[src/rtl/tw_pkg.sv]
package tw_pkg;

  localparam int BYTE_W = 8;
  localparam int TEMP_W = 16;

  localparam logic [7:0] CMD_DIV  = 8'h5D;
  localparam logic [7:0] CMD_CTRL = 8'h60;
  localparam logic [7:0] CMD_TEMP = 8'h64;
  localparam logic [7:0] CMD_TUNE = 8'h66;

  localparam logic [7:0] FILL_BYTE  = 8'hFF;
  localparam logic [7:0] CTRL_KEEP  = 8'h0F;
  localparam logic [5:0] ADDR_FIXED = 6'b100010;

  typedef enum logic [2:0] {
    ST_IDLE, ST_ADDR, ST_CMD, ST_WDATA, ST_ACK, ST_RDATA, ST_RACK, ST_HOLD
  } tw_state_e;

  // Address compare: fixed six bits, strap bit, direction ignored.
  function automatic logic addr_hit(input logic [7:0] b, input logic strap);
    return (b[7:2] == ADDR_FIXED) && (b[1] == strap);
  endfunction

  function automatic logic cmd_writable(input logic [7:0] c);
    return (c == CMD_DIV) || (c == CMD_CTRL) || (c == CMD_TUNE);
  endfunction

  // Byte index inside one read, saturating at 2.
  function automatic logic [1:0] idx_step(input logic [1:0] i);
    return (i == 2'd2) ? 2'd2 : i + 2'd1;
  endfunction

  // Read data for a pointer and byte index.
  function automatic logic [7:0] pick_rd(input logic [7:0] ptr,
                                         input logic [1:0] idx,
                                         input logic [7:0] div,
                                         input logic [7:0] ctrl,
                                         input logic [7:0] tune,
                                         input logic [TEMP_W-1:0] temp);
    logic [7:0] r;
    r = FILL_BYTE;
    case (ptr)
      CMD_DIV:  if (idx == 2'd0) r = div;
      CMD_CTRL: if (idx == 2'd0) r = ctrl;
      CMD_TUNE: if (idx == 2'd0) r = tune;
      CMD_TEMP: begin
        if (idx == 2'd0)      r = temp[TEMP_W-1:TEMP_W-8];
        else if (idx == 2'd1) r = temp[7:0];
      end
      default: r = FILL_BYTE;
    endcase
    return r;
  endfunction

endpackage

[src/rtl/tw_line_sync.sv]
module tw_line_sync #(
  parameter int W      = 2,
  parameter int STAGES = 2
) (
  input  logic         clk,
  input  logic         rst_n,
  input  logic [W-1:0] d_i,
  output logic [W-1:0] lvl_o,
  output logic [W-1:0] rise_o,
  output logic [W-1:0] fall_o
);

  genvar g;
  generate
    for (g = 0; g < W; g++) begin : g_line
      logic [STAGES-1:0] sh;
      logic              prev;
      always_ff @(posedge clk or negedge rst_n) begin
        if (!rst_n) begin
          sh   <= '1;
          prev <= 1'b1;
        end else begin
          sh   <= {sh[STAGES-2:0], d_i[g]};
          prev <= sh[STAGES-1];
        end
      end
      assign lvl_o[g]  = sh[STAGES-1];
      assign rise_o[g] = sh[STAGES-1] & ~prev;
      assign fall_o[g] = ~sh[STAGES-1] & prev;
    end
  endgenerate

endmodule

[src/rtl/tw_regbank.sv]
module tw_regbank
  import tw_pkg::*;
(
  input  logic              clk,
  input  logic              rst_n,
  input  logic              wr_en,
  input  logic [7:0]        wr_ptr,
  input  logic [7:0]        wr_data,
  input  logic              snap_en,
  input  logic [TEMP_W-1:0] temp_i,
  input  logic [7:0]        rd_ptr,
  input  logic [1:0]        rd_idx,
  output logic [7:0]        div_o,
  output logic [7:0]        ctrl_o,
  output logic [7:0]        tune_o,
  output logic [7:0]        rd_byte_o
);

  logic [TEMP_W-1:0] temp_q;

  always_ff @(posedge clk or negedge rst_n) begin
    if (!rst_n) begin
      div_o  <= '0;
      ctrl_o <= '0;
      tune_o <= '0;
      temp_q <= '0;
    end else begin
      if (wr_en) begin
        case (wr_ptr)
          CMD_DIV:  div_o  <= wr_data;
          CMD_CTRL: ctrl_o <= wr_data & CTRL_KEEP;
          CMD_TUNE: tune_o <= wr_data;
          default:  ;
        endcase
      end
      if (snap_en) temp_q <= temp_i;
    end
  end

  assign rd_byte_o = pick_rd(rd_ptr, rd_idx, div_o, ctrl_o, tune_o, temp_q);

  AST_WR_UNKNOWN_IGNORED: assert property (@(posedge clk) disable iff (!rst_n)
    (wr_en && !cmd_writable(wr_ptr)) |=> ($stable(div_o) && $stable(ctrl_o) && $stable(tune_o)));

  AST_CTRL_UPPER_ZERO: assert property (@(posedge clk) disable iff (!rst_n)
    $past(wr_en) |-> (ctrl_o[7:4] == 4'h0));

endmodule

[src/rtl/tw_reg_slave.sv]
module tw_reg_slave
  import tw_pkg::*;
#(
  parameter int SYNC_STAGES = 2
) (
  input  logic              clk,
  input  logic              rst_n,
  input  logic              addr_strap_i,
  input  logic              scl_i,
  input  logic              sda_i,
  output logic              sda_oe_o,
  input  logic [TEMP_W-1:0] temp_i,
  output logic [7:0]        div_sel_o,
  output logic [7:0]        ctrl_o,
  output logic [7:0]        tune_o
);

  // Synchronised line levels and edges
  logic scl_lvl, sda_lvl, scl_rise, sda_rise, scl_fall, sda_fall;

  tw_line_sync #(.W(2), .STAGES(SYNC_STAGES)) u_sync (
    .clk    (clk),
    .rst_n  (rst_n),
    .d_i    ({scl_i, sda_i}),
    .lvl_o  ({scl_lvl, sda_lvl}),
    .rise_o ({scl_rise, sda_rise}),
    .fall_o ({scl_fall, sda_fall})
  );

  // Named bus events
  logic start_evt, stop_evt;
  assign start_evt = sda_fall & scl_lvl;
  assign stop_evt  = sda_rise & scl_lvl;

  tw_state_e         state, ack_next;
  logic [7:0]        shreg;
  logic [2:0]        bitcnt;
  logic              byte_full;
  logic [7:0]        ptr;
  logic [1:0]        rd_idx;
  logic [6:0]        tx;
  logic              oe_q;
  logic [7:0]        rd_byte;

  logic byte_end, addr_ok, wr_fire, snap_fire;
  assign byte_end  = scl_fall & byte_full & ~start_evt & ~stop_evt;
  assign addr_ok   = addr_hit(shreg, addr_strap_i);
  assign wr_fire   = (state == ST_WDATA) & byte_end;
  assign snap_fire = (state == ST_ADDR) & byte_end & addr_ok & shreg[0];

  tw_regbank u_bank (
    .clk       (clk),
    .rst_n     (rst_n),
    .wr_en     (wr_fire),
    .wr_ptr    (ptr),
    .wr_data   (shreg),
    .snap_en   (snap_fire),
    .temp_i    (temp_i),
    .rd_ptr    (ptr),
    .rd_idx    (rd_idx),
    .div_o     (div_sel_o),
    .ctrl_o    (ctrl_o),
    .tune_o    (tune_o),
    .rd_byte_o (rd_byte)
  );

  always_ff @(posedge clk or negedge rst_n) begin
    if (!rst_n) begin
      state     <= ST_IDLE;
      ack_next  <= ST_IDLE;
      shreg     <= '0;
      bitcnt    <= '0;
      byte_full <= 1'b0;
      ptr       <= '0;
      rd_idx    <= '0;
      tx        <= '0;
      oe_q      <= 1'b0;
    end else if (start_evt) begin
      state     <= ST_ADDR;
      bitcnt    <= '0;
      byte_full <= 1'b0;
      oe_q      <= 1'b0;
    end else if (stop_evt) begin
      state     <= ST_IDLE;
      byte_full <= 1'b0;
      oe_q      <= 1'b0;
    end else begin
      case (state)
        ST_ADDR, ST_CMD, ST_WDATA: begin
          if (scl_rise) begin
            shreg  <= {shreg[6:0], sda_lvl};
            bitcnt <= bitcnt + 3'd1;
            if (bitcnt == 3'd7) byte_full <= 1'b1;
          end else if (byte_end) begin
            byte_full <= 1'b0;
            if (state == ST_ADDR) begin
              if (addr_ok) begin
                oe_q     <= 1'b1;
                state    <= ST_ACK;
                ack_next <= shreg[0] ? ST_RDATA : ST_CMD;
                rd_idx   <= 2'd0;
              end else begin
                state <= ST_HOLD;
              end
            end else if (state == ST_CMD) begin
              ptr      <= shreg;
              oe_q     <= 1'b1;
              state    <= ST_ACK;
              ack_next <= ST_WDATA;
            end else begin
              oe_q     <= 1'b1;
              state    <= ST_ACK;
              ack_next <= ST_HOLD;
            end
          end
        end
        ST_ACK: begin
          if (scl_fall) begin
            bitcnt <= '0;
            state  <= ack_next;
            if (ack_next == ST_RDATA) begin
              tx   <= rd_byte[6:0];
              oe_q <= ~rd_byte[7];
            end else begin
              oe_q <= 1'b0;
            end
          end
        end
        ST_RDATA: begin
          if (scl_rise) begin
            bitcnt <= bitcnt + 3'd1;
            if (bitcnt == 3'd7) byte_full <= 1'b1;
          end else if (scl_fall) begin
            if (byte_full) begin
              byte_full <= 1'b0;
              oe_q      <= 1'b0;
              state     <= ST_RACK;
              rd_idx    <= idx_step(rd_idx);
            end else begin
              oe_q <= ~tx[6];
              tx   <= {tx[5:0], 1'b1};
            end
          end
        end
        ST_RACK: begin
          if (scl_rise && sda_lvl) begin
            state <= ST_HOLD;
          end else if (scl_fall) begin
            bitcnt <= '0;
            state  <= ST_RDATA;
            tx     <= rd_byte[6:0];
            oe_q   <= ~rd_byte[7];
          end
        end
        default: ;
      endcase
    end
  end

  assign sda_oe_o = oe_q;

  AST_OE_MOVES_SCL_LOW: assert property (@(posedge clk) disable iff (!rst_n)
    (sda_oe_o != $past(sda_oe_o)) |-> !scl_lvl);

  AST_START_ENTERS_ADDR: assert property (@(posedge clk) disable iff (!rst_n)
    start_evt |=> ((state == ST_ADDR) && !sda_oe_o));

  AST_STOP_RELEASES: assert property (@(posedge clk) disable iff (!rst_n)
    (stop_evt && !start_evt) |=> ((state == ST_IDLE) && !sda_oe_o));

  AST_HOLD_SILENT: assert property (@(posedge clk) disable iff (!rst_n)
    (state == ST_HOLD) |-> !sda_oe_o);

  AST_NACK_GOES_QUIET: assert property (@(posedge clk) disable iff (!rst_n)
    ((state == ST_RACK) && scl_rise && sda_lvl && !start_evt && !stop_evt) |=> (state == ST_HOLD));

  AST_PTR_ONLY_ON_CMD: assert property (@(posedge clk) disable iff (!rst_n)
    (state != ST_CMD) |=> $stable(ptr));

endmodule

[config.mk]
export PLATFORM = sky130hd
export DESIGN_NAME = tw_reg_slave
export DESIGN_NICKNAME = d
export VERILOG_FILES = /design/src/rtl/tw_pkg.sv /design/src/rtl/tw_line_sync.sv /design/src/rtl/tw_regbank.sv /design/src/rtl/tw_reg_slave.sv
export SDC_FILE = /design/constraint.sdc
export NUM_CORES = 1
export LEC_CHECK = 0
export CORE_MARGIN = 4
export CORE_UTILIZATION = 33
export DETAILED_ROUTE_END_ITERATION = 12
export PLACE_DENSITY = 0.63
export SLEW_MARGIN = 20
export SYNTH_ARGS = -nofsm -noshare
export SYNTH_HDL_FRONTEND = slang
export SYNTH_HIERARCHICAL = 1
export SYNTH_SLANG_ARGS = --single-unit
export TNS_END_PERCENT = 1
[constraint.sdc]
create_clock -name clk -period 2.5 [get_ports clk]
set_input_delay 0.75 -clock clk [delete_from_list [all_inputs] [get_ports clk]]
set_output_delay 0.75 -clock clk [all_outputs]
set_load 0.005 [all_outputs]
# Yosys cells after proc, flatten, opt, wreduce, memory -nomap -nowiden
# Index checks and enable logic that the tools add are counted.
# word_totals
register_bits	78
input_bits	21
out_inout_bits	25
# classes
n_mux	68
add_sub_neg	2
n_eq_ne	44
bitwise	23
n_reduce_logical	22
# ops
op	n
3-bit 2-to-1 mux	20
7-bit 2-to-1 mux	7
8-bit 2-to-1 mux	5
8-bit by 7-bit == test with 1-bit output, second input constant	4
4-bit inequality test, second input constant	8
8-bit case mux with 4 select lines	1
2-bit inequality test, second input constant	14
7-bit case mux with 3 select lines	1
1-bit 2-to-1 mux	20
5-bit inequality test, second input constant	4
10-bit AND reduction	2
2-bit 2-to-1 mux	9
3-bit == test, second input constant	5
1-bit bitwise AND	13
3-bit case mux with 4 select lines	1
1-bit NOT	10
3-bit case mux with 3 select lines	1
9-bit AND reduction	1
4-bit AND reduction	2
8-bit AND reduction	1
4-bit nonzero test	2
7-bit AND reduction	1
3-bit by 2-bit == test with 1-bit output, second input constant	2
6-bit == test, second input constant	1
other kinds (21)	24

# Depth between registers and ports, before layout
# depth
depth_word	11
depth_mapped	11
ltp_nobuf	9

# Cells and area by module
# The synthesis kept the hierarchy.
# modules_own_cells
mod	area_per_inst_um2	seq_area_each_um2	instances	cells_each
tw_reg_slave	1941.9	900.9	1	179
tw_regbank	1891.8	900.9	1	161
tw_line_sync	207.7	157.7	1	12

# Least setup slack after synthesis
# Ideal clock, no wire load.
# synth_timing
path_kind	register to register
start	reg u_sync.g_line[0].sh[1]
end	reg u_bank.temp_q[10]
path_slack_ns	0.088
arrival_time_ns	2.287
path_buffers	2
path_stages_with_launch	8
path_cell_list	dfstp_2 > and2b_2 > o21ai_2 > nand3_2 > nor3_1 > clkbuf_1 > buf_1 > mux2_2
# synth_via
elab_chain_len	9
# synth_lines
item	line	text
start: declaration	tw_line_sync.sv:16	logic [STAGES-1:0] sh;
start signal: assignment	tw_line_sync.sv:23	sh <= {sh[STAGES-2:0], d_i[g]};
1-bit NOT	tw_line_sync.sv:29	assign fall_o[g] = ~sh[STAGES-1] & prev;
1-bit bitwise AND	tw_line_sync.sv:29	
via sda_fall	tw_reg_slave.sv:19	logic scl_lvl, sda_lvl, scl_rise, sda_rise, scl_fall, sda_fall;
1-bit bitwise AND	tw_reg_slave.sv:32	assign start_evt = sda_fall & scl_lvl;
1-bit NOT (no line)	n/a	
1-bit bitwise AND (2 in a row)	tw_reg_slave.sv:46	assign byte_end = scl_fall & byte_full & ~start_evt & ~stop_evt;
1-bit bitwise AND (3 in a row)	tw_reg_slave.sv:49	assign snap_fire = (state == ST_ADDR) & byte_end & addr_ok & shreg[0];
via snap_fire	tw_reg_slave.sv:45	logic byte_end, addr_ok, wr_fire, snap_fire;
end signal: assignment	tw_regbank.sv:36	if (snap_en) temp_q <= temp_i;
end: declaration	tw_regbank.sv:19	logic [TEMP_W-1:0] temp_q;
# The timed path passes the listed nets, and every way through them passes these cells.
# A chain may end at the register's enable or synchronous reset.

# Worst setup path in the final report
# layout_timing
start	reg u_sync.g_line[0].sh[1]
end	reg u_bank.tune_o[4]
# layout_via
elab_chain_len	8
# layout_lines
item	line	text
1-bit NOT	tw_line_sync.sv:29	
1-bit bitwise AND	tw_line_sync.sv:29	
via sda_fall	tw_reg_slave.sv:19	
1-bit bitwise AND	tw_reg_slave.sv:32	
1-bit NOT (no line)	n/a	
1-bit bitwise AND (2 in a row)	tw_reg_slave.sv:46	
1-bit bitwise AND	tw_reg_slave.sv:48	assign wr_fire = (state == ST_WDATA) & byte_end;
via wr_fire	tw_reg_slave.sv:45	
2-bit AND reduction (no line)	n/a	
end signal: assignment	tw_regbank.sv:32	CMD_TUNE: tune_o <= wr_data;
end: declaration	tw_regbank.sv:15	output logic [7:0] tune_o,
# The timed path passes the listed nets, and every way through them passes these cells.

==> run metrics <==
status=finished, final reports clean; fmax=0.423 GHz; Fillers=1144; Starting Density=0.336; HPWL after DPL=6.67 mm; most frequent cells in the layout=dfrtp_1, mux2_2, clkdlybuf4s50_1; CP Capture Type=flip-flop; DIE AREA=0.0141 mm²; Post-Syn Area=0.00404 mm²; Post-CTS Hold Fix Bufs=0; Setup TNS Final=0 ns; met2 WL=4.35 mm; max-slew violations=0; gpl congestion=0.849; Yosys Warn Count=6; commonest non-fill, non-tap cell in the layout=dfrtp_1; number of synthesized register bits=78; CTS buffer count=9; DR top layer=met4; Pwr per Cell Area=674 mW/mm²; pre-CTS WS=0.00272 ns; CP max FO=6; EDFF count, synth=0; top_reg_cell synth=dfrtp_1; Async SR Flop Fraction=1.00; Final Instance Count excl. Fillers=558; synth unique cells=63; Hold Vio Cnt, Final=0; critical path class=flip-flop to flip-flop; clock skew=0.0135 ns; Area growth, synth to finish=24.4%; met3 WL post-DR=380 µm; worst slew pin tran=0.496 ns; Syn Inst Count=352; met1 WL=4.41 mm; CP cell instances=and2b_2, o21ai_2, nand3_2, nor3_2, nand2_1, nor2_2, nand4_1, buf_4, mux2_2; P_leak=0.00218 µW; share of layout cells above drive strength 1=0.294; Post-route DRC=0; Routed WL=9.28 mm; first-pass GRT wire length=15.4 mm; Ports=46; CP max-delay cell=dfstp_2; Seq/Total Area, Yosys=0.485; Die W=119 µm; family with the most delay on the worst path=simple AND/OR/NAND/NOR gates; Slew Limit Headroom=0.668; minimum clock period=2.37 ns; Worst path max stage delay=0.59 ns; # rows=40; total track usage=0.135; Pwr Total=3390 µW; core area=0.0120 mm²; 1st-pass router iterations=4; initial antenna violation count=0; Buffers & Inverters on Critical Path=1; Avg Synthesized Cell Area=11.5 µm²; antenna viol nets, final=0; max_cap viols=0; largest net degree at the start of global routing=50; Nets=430; final worst slack=0.134 ns; latest clock arrival within the worst-skew pair=0.34 ns; Avg WL per Cell=16.6 µm; routed vias/inst=5.33; Die Ht=119 µm; worst endpoint required time=2.73 ns; Clock Sink Count=78; RSZ-0062 raised after global routing=no; Hold Crit Class=input port to async pin; H-Tree Depth=3; via count=2972; Multi-input gate area=0.00198 mm²; Worst Path Arrival=2.59 ns; Worst-path clk slew=0.06 ns; Starting DRT DRC Count=297; n_diodes=0; final worst-path cycle share=0.946; final setup violating endpoints=0; # port buffers=41; global route total overflow=0; Reg area=0.00196 mm²; vias in the first global route=2952; placed instance count=542; Peak VDD IR=0.425 mV; Worst Setup Start Kind=flip-flop; clock tree buffer depth=2; CTS tree=built; clock root cell=clkbuf_16
-- where the power goes --
part / total (µW) / switching (µW) / internal (µW)
Clock: 1340 / 551 / 787
Combinational: 456 / 219 / 236
Sequential: 1600 / 188 / 1410
-- cells by family after synthesis --
| family | count (synthesis) | synth area share |
|---|---|---|
| simple gates | 99 | 0.148 |
| compound gates | 78 | 0.141 |
| flops | 78 | 0.485 |
| mux | 66 | 0.180 |
| buf+inv | 26 | 0.0334 |
| fa+ha+maj | 3 | 0.00929 |
| other cells | 1 | 0.000928 |
| xor+xnor | 1 | 0.00217 |
-- routing by layer --
metal | GRT usage | vias up
met5 | 0 | -
met3 | 0.0258 | 15
met2 | 0.207 | 74
met1 | 0.187 | 1472
li1 | - | 1411
met4 | 0.0558 | 0
-- stage by stage --
step,instance area [µm²],hold WS [ns],util
2_1_floorplan,4050,0.345,-
3_3_place_gp,4700,0.348,0.392
3_5_place_dp,4700,0.349,0.392
4_1_cts,5010,0.350,0.417
5_1_grt,5030,0.361,0.418
6_report,5030,0.344,0.418
-- state kept, by name, indices dropped and copies added, names as in the netlist, 4 cells and up --
register and flops:
u_bank/temp_q 16, tx 7, u_bank/ctrl_o 4, u_bank/div_o 8
shreg 8, u_bank/tune_o 8, u_sync/g_line.sh 4, ptr 8
-- Yosys cell counts (all sizes together), types with 3 or more instances --
cell type   n  area share
o21ai      11       0.015
ha          3      0.0093
a221o       4      0.0099
and2b       4      0.0087
a21boi      3      0.0056
buf        12       0.020
inv         6      0.0056
o22ai       9       0.014
o21a        4      0.0074
mux2i      11       0.027
a32o        3      0.0074
nor4bb      3      0.0074
nor2b       3      0.0046
nand2      15       0.014
a21oi      16       0.020
dfrtp      72        0.45
nor3        5      0.0074
nand4       3      0.0046
mux2       55        0.15
a32oi       4      0.0087
clkbuf      8      0.0074
o211ai     11       0.020
dfstp       6       0.039
nand2b      6      0.0093
nand3       7       0.011
nor2       32       0.030
-- timing repair --
item | 4_1_cts | 5_1_grt
setup endpoints to repair | 0 | 21
buffers inserted | 0 | 0
resized for setup | 0 | 3
-- final cells by class --
cell class / instances / share of cell area
Sequential cell: 78 / 0.390
Clock inverter: 7 / 0.0159
Clock buffer: 9 / 0.0448
Inverter: 6 / 0.00448
Timing Repair Buffer: 60 / 0.115
Multi-Input combinational cell: 251 / 0.394
Tap cell: 147 / 0.0366
-- path summary, 6_finish.rpt --
path | endpoint | slack (ns) | depth (start not counted) | startpoint
max in group asynchronous | u_sync/g_line[0].prev | 1.54 | 2 | rst_n
setup / recovery | u_bank/tune_o[4] | 0.13 | 9 | u_sync/g_line[0].sh[1]
hold reg to reg | u_sync/g_line[0].sh[1] | 0.36 | 0 | u_sync/g_line[0].sh[0]
setup reg to reg | u_bank/tune_o[4] | 0.13 | 9 | u_sync/g_line[0].sh[1]
min in group clk | u_sync/g_line[0].sh[1] | 0.36 | 0 | u_sync/g_line[0].sh[0]
hold / removal | bitcnt[1] | 0.34 | 1 | rst_n
Power figures use the tool's default switching activity.
